`config.mk`:
```
export PLATFORM = sky130hd
export DESIGN_NAME = flash_cmd_if
export DESIGN_NICKNAME = d
export VERILOG_FILES = /design/src/rtl/flash_cmd_pkg.sv /design/src/rtl/flash_wr_detect.sv /design/src/rtl/flash_id_rom.sv /design/src/rtl/flash_cmd_fsm.sv /design/src/rtl/flash_cmd_if.sv
export SDC_FILE = /design/constraint.sdc
export NUM_CORES = 1
export LEC_CHECK = 0
export ABC_AREA = 1
export CAP_MARGIN = 15
export CORE_MARGIN = 2
export CORE_UTILIZATION = 37
export CTS_BUF_LIST = sky130_fd_sc_hd__clkbuf_4
export DETAILED_ROUTE_END_ITERATION = 6
export PLACE_DENSITY = 0.67
export SLEW_MARGIN = 15
export SYNTH_ARGS = -nofsm -noshare
export SYNTH_HDL_FRONTEND = slang
export SYNTH_SLANG_ARGS = --single-unit
```
`constraint.sdc`:
```
create_clock -name clk -period 1.3 [get_ports clk]
set_clock_uncertainty 0.15 [all_clocks]
set_input_delay 0.26 -clock clk [delete_from_list [all_inputs] [get_ports clk]]
set_output_delay 0.26 -clock clk [all_outputs]
set_load 0.02 [all_outputs]
```
`src/rtl/flash_cmd_pkg.sv`:
```
package flash_cmd_pkg;

    typedef enum logic [2:0] {
        ST_ARRAY     = 3'd0,
        ST_IDENT     = 3'd1,
        ST_ERASE_ARM = 3'd2,
        ST_PROG_ARM  = 3'd3,
        ST_BUSY      = 3'd4
    } cmd_state_e;

    typedef enum logic {
        KIND_PROG  = 1'b0,
        KIND_ERASE = 1'b1
    } seq_kind_e;

    localparam logic [7:0] OP_READ_LO  = 8'h00;
    localparam logic [7:0] OP_READ_HI  = 8'hFF;
    localparam logic [7:0] OP_IDENT_LO = 8'h80;
    localparam logic [7:0] OP_IDENT_HI = 8'h90;
    localparam logic [7:0] OP_ERASE    = 8'h30;
    localparam logic [7:0] OP_PROG_LO  = 8'h10;
    localparam logic [7:0] OP_PROG_HI  = 8'h50;

    localparam logic [7:0] IDENT_MAKER  = 8'h01;
    localparam logic [7:0] IDENT_DEVICE = 8'h2F;

    // Decode a first-cycle command byte to the next register state.
    function automatic cmd_state_e decode_first(input logic [7:0] op);
        cmd_state_e r;
        unique case (op)
            OP_IDENT_LO, OP_IDENT_HI: r = ST_IDENT;
            OP_ERASE:                 r = ST_ERASE_ARM;
            OP_PROG_LO, OP_PROG_HI:   r = ST_PROG_ARM;
            default:                  r = ST_ARRAY;
        endcase
        return r;
    endfunction

endpackage

```
`src/rtl/flash_wr_detect.sv`:
```
module flash_wr_detect #(
    parameter int AW        = 15,
    parameter int MIN_PULSE = 2
) (
    input  logic          clk,
    input  logic          rst_n,
    input  logic          ce_n,
    input  logic          oe_n,
    input  logic          we_n,
    input  logic [AW-1:0] addr,
    input  logic [7:0]    din,
    output logic          wr_stb,
    output logic [AW-1:0] wr_addr,
    output logic [7:0]    wr_data
);

    localparam int CW = $clog2(MIN_PULSE + 1);
    localparam logic [CW-1:0] CNT_MIN = CW'(MIN_PULSE);
    localparam logic [CW-1:0] CNT_ONE = CW'(1);

    typedef struct packed {
        logic          act;
        logic [CW-1:0] cnt;
        logic [AW-1:0] a;
        logic [7:0]    d;
        logic          stb;
    } det_t;

    det_t det_d, det_q;
    logic act_now;

    always_comb begin
        act_now = ~ce_n & ~we_n & oe_n;
        det_d     = det_q;
        det_d.stb = 1'b0;
        det_d.act = act_now;
        if (act_now && !det_q.act) begin
            // opening edge: the later of the two falling strobes
            det_d.a   = addr;
            det_d.d   = din;
            det_d.cnt = CNT_ONE;
        end else if (act_now) begin
            det_d.d = din;
            if (det_q.cnt < CNT_MIN) begin
                det_d.cnt = det_q.cnt + CNT_ONE;
            end
        end else if (det_q.act) begin
            // closing edge: the earlier rising strobe ends the cycle
            det_d.stb = (det_q.cnt >= CNT_MIN);
            det_d.cnt = '0;
        end
    end

    always_ff @(posedge clk) begin
        if (!rst_n) begin
            det_q <= '0;
        end else begin
            det_q <= det_d;
        end
    end

    assign wr_stb  = det_q.stb;
    assign wr_addr = det_q.a;
    assign wr_data = det_q.d;

    // the captured address does not move while the cycle stays open
    a_r2_addr_hold: assert property (@(posedge clk) disable iff (!rst_n)
        (det_q.act && act_now) |=> $stable(wr_addr));

    // a cycle closing before the minimum width yields no strobe
    a_r4_short_dropped: assert property (@(posedge clk) disable iff (!rst_n)
        (det_q.act && !act_now && (det_q.cnt < CNT_MIN)) |=> !wr_stb);

    // one strobe per write cycle
    a_r1_single_strobe: assert property (@(posedge clk) disable iff (!rst_n)
        wr_stb |=> !wr_stb);

endmodule

```
`src/rtl/flash_id_rom.sv`:
```
module flash_id_rom
    import flash_cmd_pkg::*;
(
    input  logic       sel_dev,
    output logic [7:0] id_byte
);

    always_comb begin
        id_byte = sel_dev ? IDENT_DEVICE : IDENT_MAKER;
    end

endmodule

```
`src/rtl/flash_cmd_fsm.sv`:
```
module flash_cmd_fsm
    import flash_cmd_pkg::*;
#(
    parameter int AW = 15
) (
    input  logic          clk,
    input  logic          rst_n,
    input  logic          hv_en,
    input  logic          lockout,
    input  logic          seq_done,
    input  logic          wr_stb,
    input  logic [AW-1:0] wr_addr,
    input  logic [7:0]    wr_data,
    output logic          rd_id_sel,
    output logic          seq_start,
    output logic          seq_kind,
    output logic [AW-1:0] lat_addr,
    output logic [7:0]    lat_data
);

    typedef struct packed {
        cmd_state_e    st;
        logic          start;
        seq_kind_e     kind;
        logic [AW-1:0] la;
        logic [7:0]    ld;
    } fsm_t;

    fsm_t fsm_d, fsm_q;

    always_comb begin
        fsm_d       = fsm_q;
        fsm_d.start = 1'b0;
        if (!hv_en || lockout) begin
            fsm_d.st = ST_ARRAY;
        end else begin
            unique case (fsm_q.st)
                ST_BUSY: begin
                    if (seq_done) begin
                        fsm_d.st = ST_ARRAY;
                    end
                end
                ST_ERASE_ARM: begin
                    if (wr_stb) begin
                        if (wr_data == OP_ERASE) begin
                            fsm_d.st    = ST_BUSY;
                            fsm_d.start = 1'b1;
                            fsm_d.kind  = KIND_ERASE;
                            fsm_d.la    = wr_addr;
                            fsm_d.ld    = wr_data;
                        end else begin
                            fsm_d.st = ST_ARRAY;
                        end
                    end
                end
                ST_PROG_ARM: begin
                    if (wr_stb) begin
                        fsm_d.st    = ST_BUSY;
                        fsm_d.start = 1'b1;
                        fsm_d.kind  = KIND_PROG;
                        fsm_d.la    = wr_addr;
                        fsm_d.ld    = wr_data;
                    end
                end
                default: begin
                    if (wr_stb) begin
                        fsm_d.st = decode_first(wr_data);
                    end
                end
            endcase
        end
    end

    always_ff @(posedge clk) begin
        if (!rst_n) begin
            fsm_q <= '{st: ST_ARRAY, start: 1'b0, kind: KIND_PROG, la: '0, ld: '0};
        end else begin
            fsm_q <= fsm_d;
        end
    end

    assign rd_id_sel = (fsm_q.st == ST_IDENT);
    assign seq_start = fsm_q.start;
    assign seq_kind  = fsm_q.kind;
    assign lat_addr  = fsm_q.la;
    assign lat_data  = fsm_q.ld;

    // no high voltage means read-array mode and no start next clock
    a_r10_hv_off: assert property (@(posedge clk) disable iff (!rst_n)
        !hv_en |=> (!seq_start && !rd_id_sel));

    // lockout forces read-array mode and blocks starts
    a_r11_lockout: assert property (@(posedge clk) disable iff (!rst_n)
        lockout |=> (!seq_start && !rd_id_sel));

    // the start request lasts one clock
    a_r7_start_pulse: assert property (@(posedge clk) disable iff (!rst_n)
        seq_start |=> !seq_start);

    // a start always follows an accepted write strobe
    a_r8_start_after_write: assert property (@(posedge clk) disable iff (!rst_n)
        seq_start |-> $past(wr_stb));

    // latched target only changes together with a start
    a_r8_latch_stable: assert property (@(posedge clk) disable iff (!rst_n)
        !seq_start |-> ($stable(lat_addr) && $stable(lat_data)));

endmodule

```
`src/rtl/flash_cmd_if.sv`:
```
module flash_cmd_if #(
    parameter int AW        = 15,
    parameter int MIN_PULSE = 2
) (
    input  logic          clk,
    input  logic          rst_n,
    input  logic          ce_n,
    input  logic          oe_n,
    input  logic          we_n,
    input  logic [AW-1:0] addr,
    input  logic [7:0]    din,
    input  logic          hv_en,
    input  logic          lockout,
    input  logic          seq_done,
    output logic          rd_id_sel,
    output logic [7:0]    id_byte,
    output logic          seq_start,
    output logic          seq_kind,
    output logic [AW-1:0] lat_addr,
    output logic [7:0]    lat_data
);

    logic          wr_stb;
    logic [AW-1:0] wr_addr;
    logic [7:0]    wr_data;

    flash_wr_detect #(
        .AW        (AW),
        .MIN_PULSE (MIN_PULSE)
    ) i_detect (
        .clk     (clk),
        .rst_n   (rst_n),
        .ce_n    (ce_n),
        .oe_n    (oe_n),
        .we_n    (we_n),
        .addr    (addr),
        .din     (din),
        .wr_stb  (wr_stb),
        .wr_addr (wr_addr),
        .wr_data (wr_data)
    );

    flash_cmd_fsm #(
        .AW (AW)
    ) i_fsm (
        .clk       (clk),
        .rst_n     (rst_n),
        .hv_en     (hv_en),
        .lockout   (lockout),
        .seq_done  (seq_done),
        .wr_stb    (wr_stb),
        .wr_addr   (wr_addr),
        .wr_data   (wr_data),
        .rd_id_sel (rd_id_sel),
        .seq_start (seq_start),
        .seq_kind  (seq_kind),
        .lat_addr  (lat_addr),
        .lat_data  (lat_data)
    );

    flash_id_rom i_idrom (
        .sel_dev (addr[0]),
        .id_byte (id_byte)
    );

endmodule

```
# Yosys cells after proc, flatten, opt, wreduce, memory -nomap -nowiden
# Index checks and enable logic that the tools add are counted.
# word_totals
reg_bits	55
input_bits	31
out_inout_bits	34
word_cells	70
# op_classes
addsub	1
magnitude_cmp	2
n_eq_ne	15
mux	16
bitwise_logic	7
n_reduce_logical	18
# op_table
operator	count
28-bit 2-to-1 mux	2
25-bit one-hot mux with 2 select lines	1
25-bit 2-to-1 mux	1
8-bit == test, second input constant	2
8-bit 2-to-1 mux	2
3-bit 2-to-1 mux	3
3-bit one-hot mux with 3 select lines	1
8-bit by 5-bit == test with 1-bit output, second input constant	1
8-bit by 6-bit == test with 1-bit output, second input constant	1
8-bit by 7-bit == test with 1-bit output, second input constant	1
2-bit != test, second input constant	4
2-bit nonzero test	4
2-bit OR reduction	4
3-bit by 2-bit == test with 1-bit output, second input constant	2
2-bit 2-to-1 mux	3
6-bit 2-to-1 mux	1
2-bit one-hot mux with 3 select lines	1
1-bit NOT	5
5-bit AND reduction	1
2-bit AND reduction	2
4-bit AND reduction	1
4-bit OR reduction	1
3-bit by 1-bit == test with 1-bit output, second input constant	1
3-bit == test, second input constant	1
11 further kinds	13

# Logic depth before layout (Yosys ltp)
# Gate-level depths: netlist of run 1.
# logic_depth
ltp_word	6
mapped_depth	10
depth_no_buf	9

# By module
# A second synthesis of run 1 with hierarchy kept.
# unflattened
hier_cells	424
hier_area_um2	2940.3
# modules_own_cells
module	instances	cells_per_inst	area_each_um2
flash_wr_detect	1	214	1443.9
flash_cmd_fsm	1	200	1428.9
flash_id_rom	1	10	67.6

# Worst setup path after synthesis of run 1
# Ideal clock, no wire load.
# synth_timing
path_type	reg-to-reg
from	register i_detect.det_q (netlist bit i_detect.wr_data[7])
to	register i_fsm.fsm_q (netlist bit i_fsm.lat_addr[11])
arrival_ns	1.077
t_required_ns	1.035
path_slack_ns	-0.042
path_stages_with_launch	10
n_path_buf	1
cell_sequence	dfxtp_1 > inv_1 > nand2_2 > nor2_2 > nand2_2 > nand2_4 > buf_2 > nand3_1 > nand2_1 > nor2_1
# synth_between
elab_chain_cells	3
# synth_rtl
item	line	source
from (decl)	flash_wr_detect.sv:29	det_t det_d, det_q;
from (signal assigned)	flash_wr_detect.sv:58	det_q <= det_d;
8-bit by 6-bit == test with 1-bit output	flash_cmd_fsm.sv:45	if (wr_data == OP_ERASE) begin
2-bit by 1-bit != test with 1-bit output (no source line)	-	
5-bit AND reduction (no source line)	-	
to (signal assigned)	flash_cmd_fsm.sv:76	fsm_q <= '{st: ST_ARRAY, start: 1'b0, kind: KIND_PROG, la: '0, ld: '0};
to (signal assigned)	flash_cmd_fsm.sv:78	fsm_q <= fsm_d;
to (decl)	flash_cmd_fsm.sv:29	fsm_t fsm_d, fsm_q;
# No other way between the ends.
# A chain may end at the register's enable or synchronous reset.

# Final worst setup path of run 1
# layout_timing
from	register i_fsm.fsm_q[27] (netlist bit)
to	output rd_id_sel
# layout_between
elab_chain_cells	1
# layout_rtl
item	line	source
3-bit by 1-bit == test with 1-bit output	flash_cmd_fsm.sv:82	assign rd_id_sel = (fsm_q.st == ST_IDENT);
to (decl)	flash_cmd_if.sv:15	output logic rd_id_sel,
# No other way between the ends.

==> results of run 1 <==
## state kept, by name, summed over array words and instances, names as in the netlist
name and cells:
i_fsm.seq_kind 1, i_detect.wr_addr 15, i_detect.det_q 3, i_detect.wr_stb 1
i_fsm.fsm_q 3, i_detect.wr_data 8, i_fsm.lat_addr 15, i_fsm.seq_start 1
i_fsm.lat_data 8
## per-layer routing
| metal | vias to the layer above | share of wire |
|---|---|---|
| met4 | 0 | 0.0053 |
| met1 | 1122 | 0.41 |
| met5 | - | 0 |
| met2 | 64 | 0.54 |
| met3 | 5 | 0.046 |
| li1 | 1245 | - |
## worst max-delay path, delay by kind of cell (launching register included)
| kind | cells | cell delay (ns) |
|---|---|---|
| flip-flops | 1 | 0.36 |
| AND/OR/NAND/NOR | 1 | 0.24 |
| buffers and inverters | 1 | 0.19 |
## synthesized netlist by cell type (all sizes together)
| cell type | instances |
|---|---|
| dfxtp | 55 |
| buf | 41 |
| nand3 | 22 |
| inv | 40 |
| nor3 | 2 |
| o21ai | 28 |
| nand2 | 59 |
| ha | 1 |
| a21oi | 40 |
| nor2 | 51 |
| a211oi | 1 |
| conb | 2 |
| nand3b | 1 |
| nand4 | 1 |
| o22ai | 1 |
| clkbuf | 7 |
## how the worst max path moves through the flow
stage	start	end	slack, ns	depth (start not counted)
6_report	i_fsm.fsm_q[27]	rd_id_sel	-0.27	2
5_1_grt	i_fsm.fsm_q[25]	rd_id_sel	-0.30	3
4_1_cts	i_fsm.fsm_q[27]	rd_id_sel	-0.24	2
3_5_place_dp	addr[0]	id_byte[2]	-0.55	2
3_3_place_gp	addr[0]	id_byte[2]	-0.51	2
2_1_floorplan	i_detect.wr_data[6]	i_fsm.lat_data[4]	-0.01	9
## power breakdown
group | switching (W) | internal (W) | leakage, nW | total, W
clock | 0.000515 | 0.000418 | 0.0417 | 0.000933
combinational | 0.000194 | 0.000216 | 1.22 | 0.000410
sequential | 0.0000167 | 0.00173 | 0.462 | 0.00174
## what timing repair did
| item | in CTS | in global routing |
|---|---|---|
| buffers inserted | 8 | 8 |
| endpoints found under the setup margin | 73 | 73 |
| gates cloned | 2 | 7 |
| pin swaps | 5 | 46 |
| gates resized for setup | 190 | 106 |
## through the flow
step | instance area [um2] | power (W) | setup WS [ns] | cells
after floorplan | 2580 | 0.00195 | -0.0119 | 354
after global placement | 3310 | 0.00213 | -0.510 | 481
after detailed placement | 3310 | 0.00213 | -0.551 | 481
after CTS | 3540 | 0.00306 | -0.236 | 498
after global routing | 4090 | 0.00323 | -0.300 | 512
final | 4090 | 0.00309 | -0.273 | 513
## cell families (layout without fill, tap and decap cells)
| family | Yosys count | in the layout | share of synthesized area |
|---|---|---|---|
| DFF | 55 | 55 | 0.431 |
| other | 2 | 5 | 0.00294 |
| adders and majority gates | 1 | 1 | 0.00489 |
| AOI/OAI and AO/OA | 70 | 70 | 0.138 |
| and+or+nand+nor | 136 | 137 | 0.238 |
| buffers and inverters | 88 | 165 | 0.185 |
## final cells by class
class,instances,share of cell area
repair buffers,118,0.333
multi-input cells,212,0.307
flip-flops and latches,55,0.279
inverters,40,0.0373
well taps,80,0.0245
clock buffers,6,0.0110
clock inverters,1,0.00734
diodes,1,0.000612
## cells in the final DEF, fill, tap and decap left out, types with 2 or more instances in the layout
| cell type | instances |
|---|---|
| nand2_2 | 13 |
| nand3_1 | 2 |
| o21ai_1 | 14 |
| o21ai_2 | 3 |
| o21ai_0 | 11 |
| clkbuf_16 | 7 |
| nor2_4 | 7 |
| nand3_2 | 19 |
| conb_1 | 4 |
| inv_1 | 32 |
| nand2_1 | 41 |
| clkbuf_4 | 6 |
| inv_2 | 7 |
| nand2_4 | 3 |
| a21oi_1 | 39 |
| buf_4 | 32 |
| dfxtp_2 | 32 |
| clkdlybuf4s50_1 | 27 |
| dfxtp_1 | 23 |
| nor2_2 | 7 |
| buf_12 | 10 |
| dlymetal6s2s_1 | 2 |
| clkbuf_2 | 2 |
| nor2_1 | 36 |
| buf_6 | 35 |
| nand2_8 | 3 |
==> qor.yml, run 1 <==
status: "finished with violations"
violations: "setup timing"
max_freq_mhz: 636
grt_usage: 0.156
rr_startpoint: "i_fsm.fsm_q[27]"
synth_cell_types: 25
hp-class: "in2reg"
endpoint_kind: "output port"
reg2reg_slack_ns: -0.21
fillers: 598
fin_util: 0.605
worst_slack_ns: -0.273
start_util: 0.379
multi_input_area_um2: 1260
drtAntennaViolNets: 0
h-tree-depth: 2
grt_pass1_wl_mm: 9.63
gp_congestion: 0.758
grt_max_degree: 31
cts_tree: "yes"
antenna_found_initial: 0
regArea_um2: 1140
fin_nets: 464
cts_made_buffers: 5
use_met1: 0.185
seq_area_frac_synth: 0.431
hpwl_mm: 3.97
p_per_area_nw_per_um2: 755
top_usage_layer: "met2"
path_cells: "nor3_2, buf_4"
wl_mm: 6.74
ir_drop_mv: 0.373
wire_per_inst_um: 13.1
fp.dieW_um: 87.1
core_um2: 6760
io_buffer_count: 60
drcViolationCount: 0
postCtsHoldBufs: 0
clockBufferDepth: 2
syn_area_per_cell_um2: 7.27
setup_viol_count_final: 29
critical_path_required_ns: 0.89
rsz0062_at_grt: "yes"
crit_path_max_fanout: 2
holdWs_ns: 0.212
die_height_um: 87.1
clk_latency_ns: 0.37
slew_violations: 0
grt_pass1_vias: 2268
met3_usage: 0.0322
hold_viol: 0
period_share: 1.21
r2r_end: "i_fsm.lat_addr[10]"
synthesis.area_um2: 2560
max_stage_delay_ns: 0.36
drtIter0Drc: 85
ys_warn_count: 0
io_pins: 65
critPathKind: "reg2out"
area_growth_pct: 59.9
drive_above_1_share: 0.449
synth.largest_area_cell: "dfxtp_1"
syn-instance-count: 352
grtUsageMet2: 0.287
whs_endpoint: "i_detect.wr_addr[5]"
critPathLaunchType: "register"
fin_setup_tns_ns: -4.48
vias: 2436
min_period_ns: 1.57
clk_pin_slew_worst_paths_ns: 0.15
grt_overflow: 0
dr.pass1.iters: 4
std_cell_rows: 30
vias_per_cell: 4.75
whs_path_depth: 6
clock-root-buffer: "clkbuf_4"
clock_sinks: 55
ys_ff_latch: 55
arrival_ns: 1.16
dieArea_um2: 7590
holdCritStartpoint: "we_n"
synthTopCellsByArea: "dfxtp_1, buf_4, nand2_1, a21oi_1, nor2_1"
cp_slowest_cell: "dfxtp_2"
leakage_nw: 1.73
max_cap_violations: 0
reg2reg_depth: 9
netlist.area_leader.share: 0.431
Note: power is estimated with default switching activity, not from simulation.
==> inputs of run 2 (changes only) <==
RECOVER_POWER = 25   (was default)
SLEW_MARGIN = 20   (was 15)
==> qor.yml, run 2 (synthesis results as in run 1) <==
status: "finished with violations"
violations: "setup timing"
slew_violations: 0  # unchanged
drtAntennaViolNets: 0  # unchanged
critical_path_required_ns: 0.89  # about the same
leakage_nw: 1.72  # -0.49%
endpoint_kind: "output port"
die_height_um: 87.1  # unchanged
cts_made_buffers: 5  # unchanged
dpl-instance-area_um2: 3310  # unchanged
hpwl_mm: 3.97  # unchanged
drive_above_1_share: 0.447  # -0.00231
fillers: 599  # +0.17%
antenna_found_initial: 0  # unchanged
grt_usage: 0.156  # unchanged
ir_drop_mv: 0.370  # -0.90%
core_um2: 6760  # unchanged
r2r_end: "i_fsm.lat_addr[10]"
layout_commonest_cell: "nand2_1"
worst_slack_ns: -0.264  # +0.00906 ns
whs_endpoint: "i_detect.wr_addr[5]"
io_pins: 65  # unchanged
vias: 2430  # -0.25%
area_growth_pct: 59.2
grt_overflow: 0  # unchanged
drtIter0Drc: 86  # +1.2%
critPathKind: "reg2out"
clock-root-buffer: "clkbuf_4"
p_per_area_nw_per_um2: 754  # about the same
clk_pin_slew_worst_paths_ns: 0.15  # about the same
std_cell_rows: 30  # unchanged
grt_pass1_vias: 2268  # unchanged
hold_viol: 0  # unchanged
critPathLaunchType: "register"
gp_congestion: 0.758  # unchanged
final_cell_mix: "nand2_1, a21oi_1, nor2_1, buf_6"
reg2reg_slack_ns: -0.22  # about the same
start_util: 0.379  # unchanged
max_freq_mhz: 639  # +0.58%
dr.pass1.iters: 4  # unchanged
hp-class: "in2reg"
max_cap_violations: 0  # unchanged
grt_max_degree: 31  # unchanged
wl_mm: 6.73  # -0.13%
min_period_ns: 1.56  # -0.00906 ns
dieArea_um2: 7590  # unchanged
stdcell_area_um2: 4070  # -0.40%
io_buffer_count: 60  # unchanged
place_ws_ns: -0.551  # unchanged
period_share: 1.20  # -0.00697
reg2reg_depth: 9  # unchanged
h-tree-depth: 2  # unchanged
clockBufferDepth: 2  # unchanged
holdCritStartpoint: "we_n"
grt_pass1_wl_mm: 9.63  # unchanged
whs_path_depth: 6  # unchanged
holdWs_ns: 0.221  # +0.00890 ns
rr_startpoint: "i_fsm.fsm_q[27]"
vias_per_cell: 4.74  # -0.25%
drcViolationCount: 0  # unchanged
setup_viol_count_final: 29  # unchanged
rsz0062_at_grt: "yes"
fin_nets: 464  # unchanged
cts_tree: "yes"
crit_path_max_fanout: 2  # unchanged
arrival_ns: 1.15  # about the same
wire_per_inst_um: 13.1  # -0.13%
fp.dieW_um: 87.1  # unchanged
clk_latency_ns: 0.36  # about the same
clock_sinks: 55  # unchanged
run 2: final cells by class:
cell class	count	area [um2]	share of cell area
Antenna cell	1	2.50	0.000614
Clock buffer	6	45.0	0.0111
Clock inverter	1	30.0	0.00737
Inverter	40	153	0.0375
Multi-Input combinational cell	212	1260	0.308
Sequential cell	55	1140	0.280
Tap cell	80	100	0.0246
Timing Repair Buffer	118	1350	0.330
run 2: where the power goes:
part | total, W | internal (W) | switching (W)
sequential | 0.00174 | 0.00173 | 0.0000167
combinational | 0.000403 | 0.000210 | 0.000193
clock | 0.000926 | 0.000419 | 0.000508
total | 0.00307 | 0.00235 | 0.000718
run 2: through the flow:
stage               utilization  instances  TNS, ns  total power, W
floorplan                     -        354  -0.0433         0.00195
global placement          0.491        481   -21.92         0.00213
detailed placement        0.491        481   -23.42         0.00213
CTS                       0.524        498    -4.59         0.00306
global route              0.602        512    -7.08         0.00322
finish                    0.603        513    -4.57         0.00307
run 2: worst max-delay path: stages (launching register included):
cell,delay [ns]
dfxtp_2,0.36
nor3_2,0.24
buf_4,0.19
run 2: worst max-delay path by stage:
stage | startpoint | endpoint | slack, ns | cells past startpoint
global route | i_fsm.fsm_q[25] | rd_id_sel | -0.30 | 3
CTS | i_fsm.fsm_q[27] | rd_id_sel | -0.24 | 2
global placement | addr[0] | id_byte[2] | -0.51 | 2
finish | i_fsm.fsm_q[27] | rd_id_sel | -0.26 | 2
detailed placement | addr[0] | id_byte[2] | -0.55 | 2
floorplan | i_detect.wr_data[6] | i_fsm.lat_data[4] | -0.01 | 9
run 2: layer usage:
metal / vias up / part of all wire / global-route usage
met5: - / 0 / 0
met4: 0 / 0.0031 / 0.0350
met3: 3 / 0.043 / 0.0322
met2: 60 / 0.54 / 0.287
met1: 1123 / 0.42 / 0.185
li1: 1244 / - / -
run 2: repair_timing:
| action | in CTS | in global routing |
|---|---|---|
| hold buffers | 0 | 0 |
| setup endpoints to repair | 73 | 73 |
| buffers inserted | 8 | 8 |
| cloned | 2 | 7 |
| gates resized for setup | 190 | 106 |
| pin swaps | 5 | 46 |
